### src/rtl/sctl_pkg.sv
package sctl_pkg;
  typedef enum logic [1:0] {
    SEL_CTRL  = 2'd0,
    SEL_PRESC = 2'd1,
    SEL_STAT  = 2'd2,
    SEL_TRIG  = 2'd3
  } regSel_e;

  // Strobes from the control module to the datapath
  typedef struct packed {
    logic wrCtrl;
    logic wrPresc;
    logic wrTrig;
  } strobe_t;
endpackage

### src/rtl/sctl_control.sv
module sctl_control
  import sctl_pkg::*;
(
  input  logic       clk,
  input  logic       rstN,
  input  logic       wrEn,
  input  logic       rdEn,
  input  logic [1:0] regSel,
  input  logic       wrBit0,
  input  logic       belowTrig,
  output strobe_t    strb,
  output logic       txFlag
);
  logic armed;
  logic statWr;
  logic statRd;
  logic clrReq;

  assign strb.wrCtrl  = wrEn && (regSel == SEL_CTRL);
  assign strb.wrPresc = wrEn && (regSel == SEL_PRESC);
  assign strb.wrTrig  = wrEn && (regSel == SEL_TRIG);

  assign statWr = wrEn && (regSel == SEL_STAT);
  assign statRd = rdEn && (regSel == SEL_STAT);
  // Clear only honoured once the flag was observed set
  assign clrReq = statWr && !wrBit0 && armed;

  always_ff @(posedge clk) begin
    if (!rstN) begin
      txFlag <= 1'b0;
      armed  <= 1'b0;
    end else begin
      if (clrReq)         txFlag <= 1'b0;
      else if (belowTrig) txFlag <= 1'b1;

      if (clrReq)                    armed <= 1'b0;
      else if (statRd && txFlag)     armed <= 1'b1;
      else if (!txFlag && belowTrig) armed <= 1'b0;  // new set event
    end
  end
endmodule

### src/rtl/sctl_datapath.sv
module sctl_datapath
  import sctl_pkg::*;
#(
  parameter int FIFO_DEPTH = 16,
  parameter int PRE_STEP   = 2,
  parameter int LVL_W      = $clog2(FIFO_DEPTH + 1)
) (
  input  logic             clk,
  input  logic             rstN,
  input  logic             standby,
  input  strobe_t          strb,
  input  logic [1:0]       regSel,
  input  logic [7:0]       wrData,
  input  logic [LVL_W-1:0] fifoLevel,
  input  logic             txFlag,
  output logic             belowTrig,
  output logic [7:0]       rdData,
  output logic             txIrq,
  output logic             txIntEn,
  output logic             rxIntEn,
  output logic             txEn,
  output logic             rxEn,
  output logic [1:0]       clkMode,
  output logic             baudTick,
  output logic [LVL_W-1:0] trigVal,
  output logic [1:0]       prescVal
);
  localparam int NUM_SEL = 4;
  localparam int PRE_W   = PRE_STEP * (NUM_SEL - 1);
  localparam logic [LVL_W-1:0] TRIG_RESET = LVL_W'(FIFO_DEPTH / 2);

  logic [5:0]       ctrlQ;    // {tie, rie, te, re, cke[1:0]}
  logic [1:0]       prescQ;
  logic [LVL_W-1:0] trigQ;
  logic [PRE_W-1:0] preCnt;
  logic [NUM_SEL-1:0] tickOpt;

  always_ff @(posedge clk) begin
    if (!rstN || standby)  ctrlQ <= '0;
    else if (strb.wrCtrl)  ctrlQ <= {wrData[7:4], wrData[1:0]};
  end

  always_ff @(posedge clk) begin
    if (!rstN) begin
      prescQ <= '0;
      trigQ  <= TRIG_RESET;
      preCnt <= '0;
    end else begin
      if (strb.wrPresc) prescQ <= wrData[1:0];
      if (strb.wrTrig)  trigQ  <= wrData[LVL_W-1:0];
      preCnt <= preCnt + 1'b1;
    end
  end

  for (genvar i = 0; i < NUM_SEL; i++) begin : g_tap
    if (i == 0) begin : g_full
      assign tickOpt[i] = 1'b1;
    end else begin : g_div
      assign tickOpt[i] = &preCnt[i*PRE_STEP-1:0];
    end
  end

  assign baudTick  = tickOpt[prescQ];
  assign belowTrig = fifoLevel < trigQ;
  assign {txIntEn, rxIntEn, txEn, rxEn, clkMode} = ctrlQ;
  assign txIrq     = txFlag && txIntEn;
  assign trigVal   = trigQ;
  assign prescVal  = prescQ;

  always_comb begin
    unique case (regSel)
      SEL_CTRL:  rdData = {ctrlQ[5:2], 2'b00, ctrlQ[1:0]};
      SEL_PRESC: rdData = {6'b0, prescQ};
      SEL_STAT:  rdData = {7'b0, txFlag};
      default:   rdData = 8'(trigQ);
    endcase
  end
endmodule

### src/rtl/sctl_top.sv
module sctl_top
  import sctl_pkg::*;
#(
  parameter int FIFO_DEPTH = 16,
  parameter int PRE_STEP   = 2,
  parameter int LVL_W      = $clog2(FIFO_DEPTH + 1)
) (
  input  logic             clk,
  input  logic             rstN,
  input  logic             standby,
  input  logic             wrEn,
  input  logic             rdEn,
  input  logic [1:0]       regSel,
  input  logic [7:0]       wrData,
  output logic [7:0]       rdData,
  input  logic [LVL_W-1:0] fifoLevel,
  output logic             txIrq,
  output logic             txIntEn,
  output logic             rxIntEn,
  output logic             txEn,
  output logic             rxEn,
  output logic [1:0]       clkMode,
  output logic             baudTick,
  output logic             txEmptyFlag
);
  strobe_t          strb;
  logic             belowTrig;
  logic [LVL_W-1:0] trigVal;
  logic [1:0]       prescVal;

  sctl_control u_ctrl (
    .clk(clk), .rstN(rstN), .wrEn(wrEn), .rdEn(rdEn), .regSel(regSel),
    .wrBit0(wrData[0]), .belowTrig(belowTrig), .strb(strb),
    .txFlag(txEmptyFlag)
  );

  sctl_datapath #(.FIFO_DEPTH(FIFO_DEPTH), .PRE_STEP(PRE_STEP), .LVL_W(LVL_W)) u_dp (
    .clk(clk), .rstN(rstN), .standby(standby), .strb(strb), .regSel(regSel),
    .wrData(wrData), .fifoLevel(fifoLevel), .txFlag(txEmptyFlag),
    .belowTrig(belowTrig), .rdData(rdData), .txIrq(txIrq),
    .txIntEn(txIntEn), .rxIntEn(rxIntEn), .txEn(txEn), .rxEn(rxEn),
    .clkMode(clkMode), .baudTick(baudTick), .trigVal(trigVal),
    .prescVal(prescVal)
  );
endmodule

### config.mk
export PLATFORM = sky130hd
export DESIGN_NAME = sctl_top
export DESIGN_NICKNAME = d
export VERILOG_FILES = /design/src/rtl/sctl_pkg.sv /design/src/rtl/sctl_control.sv /design/src/rtl/sctl_datapath.sv /design/src/rtl/sctl_top.sv
export SDC_FILE = /design/constraint.sdc
export NUM_CORES = 1
export LEC_CHECK = 0
export ABC_CLOCK_PERIOD_IN_PS = 1400
export BUFFER_PORTS_ARGS = -buffer_cell sky130_fd_sc_hd__buf_2
export CAP_MARGIN = 20
export CORE_MARGIN = 5
export CORE_UTILIZATION = 43
export DETAILED_ROUTE_END_ITERATION = 10
export PLACE_DENSITY = 0.73
export SYNTH_ARGS = -nofsm -noshare
export SYNTH_HDL_FRONTEND = slang
export SYNTH_SLANG_ARGS = --single-unit
### constraint.sdc
create_clock -name clk -period 1.4 [get_ports clk]
set_clock_uncertainty 0.2 [all_clocks]
set_input_delay 0.21 -clock clk [delete_from_list [all_inputs] [get_ports clk]]
set_output_delay 0.21 -clock clk [all_outputs]
set_load 0.005 [all_outputs]
==> reports/summary.json <==
{
  "status": {
    "result_of_the_run": "finished, violations left",
    "failing_checks": "negative setup slack"
  },
  "timing": {
    "post-route-worst-setup-slack_ps": -255,
    "worstMarginPinSlew_ps": 216,
    "finalSetupTns_ps": -573,
    "post-route-min-period_ps": 1650,
    "max_freq_mhz": 604,
    "timing_hold_violations_final": 0,
    "timing.final.crit_share_pct": 118,
    "timing.slew.headroom_pct": 85.5,
    "report.final.setup_viol": 7,
    "slew_viol_final": 0,
    "grt_setup_unrepaired": "true"
  },
  "clocking": {
    "tritoncts": "done",
    "cts.clk_slew.worst_paths_ps": 130,
    "clock_insertion_delay_worst_skew_ps": 300,
    "tritoncts.num_buffers": 3,
    "root_buffer": "clkbuf_4",
    "clkSinkCount": 21,
    "cts-htree-levels": 1,
    "clock_tree_buf_depth": 2
  },
  "die": {
    "placementRows": 17,
    "initial_core_util_pct": 46.3,
    "core_um2": 2250,
    "ioPinCount": 37,
    "die_x_um": 59.3,
    "height_of_the_chip_um": 59.3,
    "die_area_um2": 3510
  },
  "setup_path": {
    "r2r_slack_ps": -20,
    "slowest_stage_delay_on_critical_path_ps": 440,
    "cp.arrival_ps": 1240,
    "critical_path.slowest_cell": "mux4_2",
    "cp-start-kind": "register",
    "cp_top_family": "multiplexers",
    "worstPathMaxFanout": 3,
    "worstPathRequired_ps": 990,
    "worstSetupEndpointType": "output pin",
    "crit_path_cell_trace": "mux4_2 > buf_2",
    "timing_worst_setup_path_type": "reg -> out",
    "critical_path.n_buffers_inverters": 1
  },
  "drt": {
    "detail_route.vias_per_cell": 4.94,
    "route.vias.total": 1008,
    "route.detailed.wl_per_inst_um": 14.7,
    "postRouteAntennaNets": 0,
    "routed_wl_um": 2990,
    "drt_first_iter_violations": 46,
    "drc": 0,
    "drt_first_pass_iters": 4
  },
  "synthesis": {
    "syn_nets": 135,
    "synth_seq_cells": 21,
    "synth_top_area_share_pct": 40.3,
    "ys.flop_type": "dfxtp_1",
    "synthCells": 110,
    "synth_area_leaders": "dfxtp_1 (40%), mux2i_1 (13%), nor2_1 (6.1%)",
    "post-synth-top-count-cell": "dfxtp_1",
    "netlist_top_cells_count": "dfxtp_1 (21), nor2_1 (17), mux2i_1 (14), inv_1 (7)",
    "synth.cell_area_um2": 1040,
    "syn_area_per_cell_um2": 9.49,
    "synth_cell_types": 31,
    "synth-async-reset-ratio_pct": 0,
    "synth_sequential_area_ratio_pct": 40.3,
    "synth-edff-count": 0,
    "ys_warn_count": 0,
    "yosys.area.top_type": "dfxtp_1"
  },
  "layout": {
    "cell_area_after_layout_um2": 1710,
    "fin_cells": 204,
    "area_growth_pct": 64.0,
    "finish.utilization_pct": 75.9,
    "drive_gt1_share_pct": 52.3,
    "fin_nets": 202,
    "number_of_inserted_filler_cells_in_the_final_layout": 159,
    "diodes": 0
  },
  "power": {
    "irDropWorstVdd_mv": 0.619,
    "power_density_over_cell_area_nw_per_um2": 711,
    "power.static_leakage_uw": 0.000794,
    "power_uw": 1220
  },
  "grt": {
    "grt_first_pass_wirelength_um": 4540,
    "grt.met1_usage_pct": 20.2,
    "grt.met2_usage_pct": 29.2,
    "busiest_layer": "met2",
    "groute.layer.met3.usage_pct": 2.18,
    "grt_start_max_net_pins": 13,
    "grt.total_usage_pct": 16.9,
    "via_count_of_the_first_global_routing_pass": 1023,
    "overflow": 0,
    "antenna_found_initial": 0
  },
  "placed_design": {
    "placed_cell_area_um2": 1370,
    "finalWeightedCongestion": 0.819,
    "numPlacedInstances": 183,
    "dpl.hpwl_um": 1990,
    "place.port_buffers": 36
  },
  "job": {
    "cap_viol_max_count": 0
  },
  "hold_path": {
    "hold_path_class": "in -> reg"
  }
}
sequential cells by signal (all words and copies together), names as in the netlist:
signal and count:
u_ctrl.armed 1, u_ctrl.txFlag 1, u_dp.ctrlQ 6, u_dp.preCnt 6, u_dp.prescVal 2, u_dp.trigVal 5
layer usage:
layer  wire length, um  part of all wire, %
met4                28                 0.94
met5                 0                    0
met1              1300                   43
met2              1540                   52
met3               121                  4.0
path summary, 6_finish.rpt:
kind / cells past startpoint / endpoint / startpoint
min reg2reg: 2 / u_dp.preCnt[5]$_SDFF_PN0_ / u_dp.preCnt[5]$_SDFF_PN0_
max reg2reg: 5 / u_ctrl.txFlag$_SDFFE_PP0N_ / u_dp.trigVal[3]$_SDFFE_PN1P_
max: 2 / rdData[0] / u_dp.ctrlQ[0]$_SDFFE_PP0P_
min: 3 / u_ctrl.txFlag$_SDFFE_PP0N_ / wrEn
layout by cell type, fill, tap and decap left out, drive strengths merged, types with 2 or more instances in the layout:
master / instances
a21oi: 3
and2: 5
and3: 3
buf: 55
clkbuf: 3
dfxtp: 21
dlygate4sd3: 10
ha: 5
inv: 7
mux2i: 14
nand2: 5
nand2b: 2
nand3: 5
nor2: 17
o21ai: 3
xor2: 2
cells by family (layout without fill, tap and decap cells):
| family | after synthesis | after routing | synth area share [%] |
|---|---|---|---|
| DFF | 21 | 21 | 40.3 |
| adders and majority gates | 5 | 5 | 6.00 |
| xor gates and xnor gates | 3 | 3 | 2.52 |
| muxes | 15 | 15 | 15.6 |
| AOI/OAI and AO/OA | 13 | 13 | 8.51 |
| and+or+nand+nor | 43 | 43 | 22.8 |
| buffers and inverters | 10 | 76 | 4.32 |
what timing repair did:
action                                 CTS  global route
pin swaps                                7             6
endpoints found under the hold margin   13             0
hold buffers                            10             0
setup endpoints to repair                9            13
setup buffers                            4             4
resized for setup                       28            14
final cells by class:
cell class	instances	area, um^2	area share (%)
multi-input cells	79	694	40.6
clock inverters	1	5.00	0.292
clock buffers	3	22.5	1.32
repair buffers	65	492	28.7
flip-flops and latches	21	437	25.5
inverters	7	26.3	1.54
well taps	28	35.0	2.05
tightest hold or removal path: stages:
cell     delay (ps)
buf_2           150
a21oi_1          90
o211a_1         100
per-stage QoR:
step	hold WS, ps	setup WS [ps]
2_1_floorplan	71.9	15.1
3_3_place_gp	227	-9.93
3_5_place_dp	230	-38.5
4_1_cts	38.6	-255
5_1_grt	58.0	-277
6_report	59.1	-255
power by group:
| group | internal [uW] | switching [uW] |
|---|---|---|
| Sequential | 620 | 18.6 |
| Clock | 107 | 195 |
| Combinational | 163 | 115 |
| Total | 889 | 329 |
No activity file was read; power rests on OpenSTA's default activity.
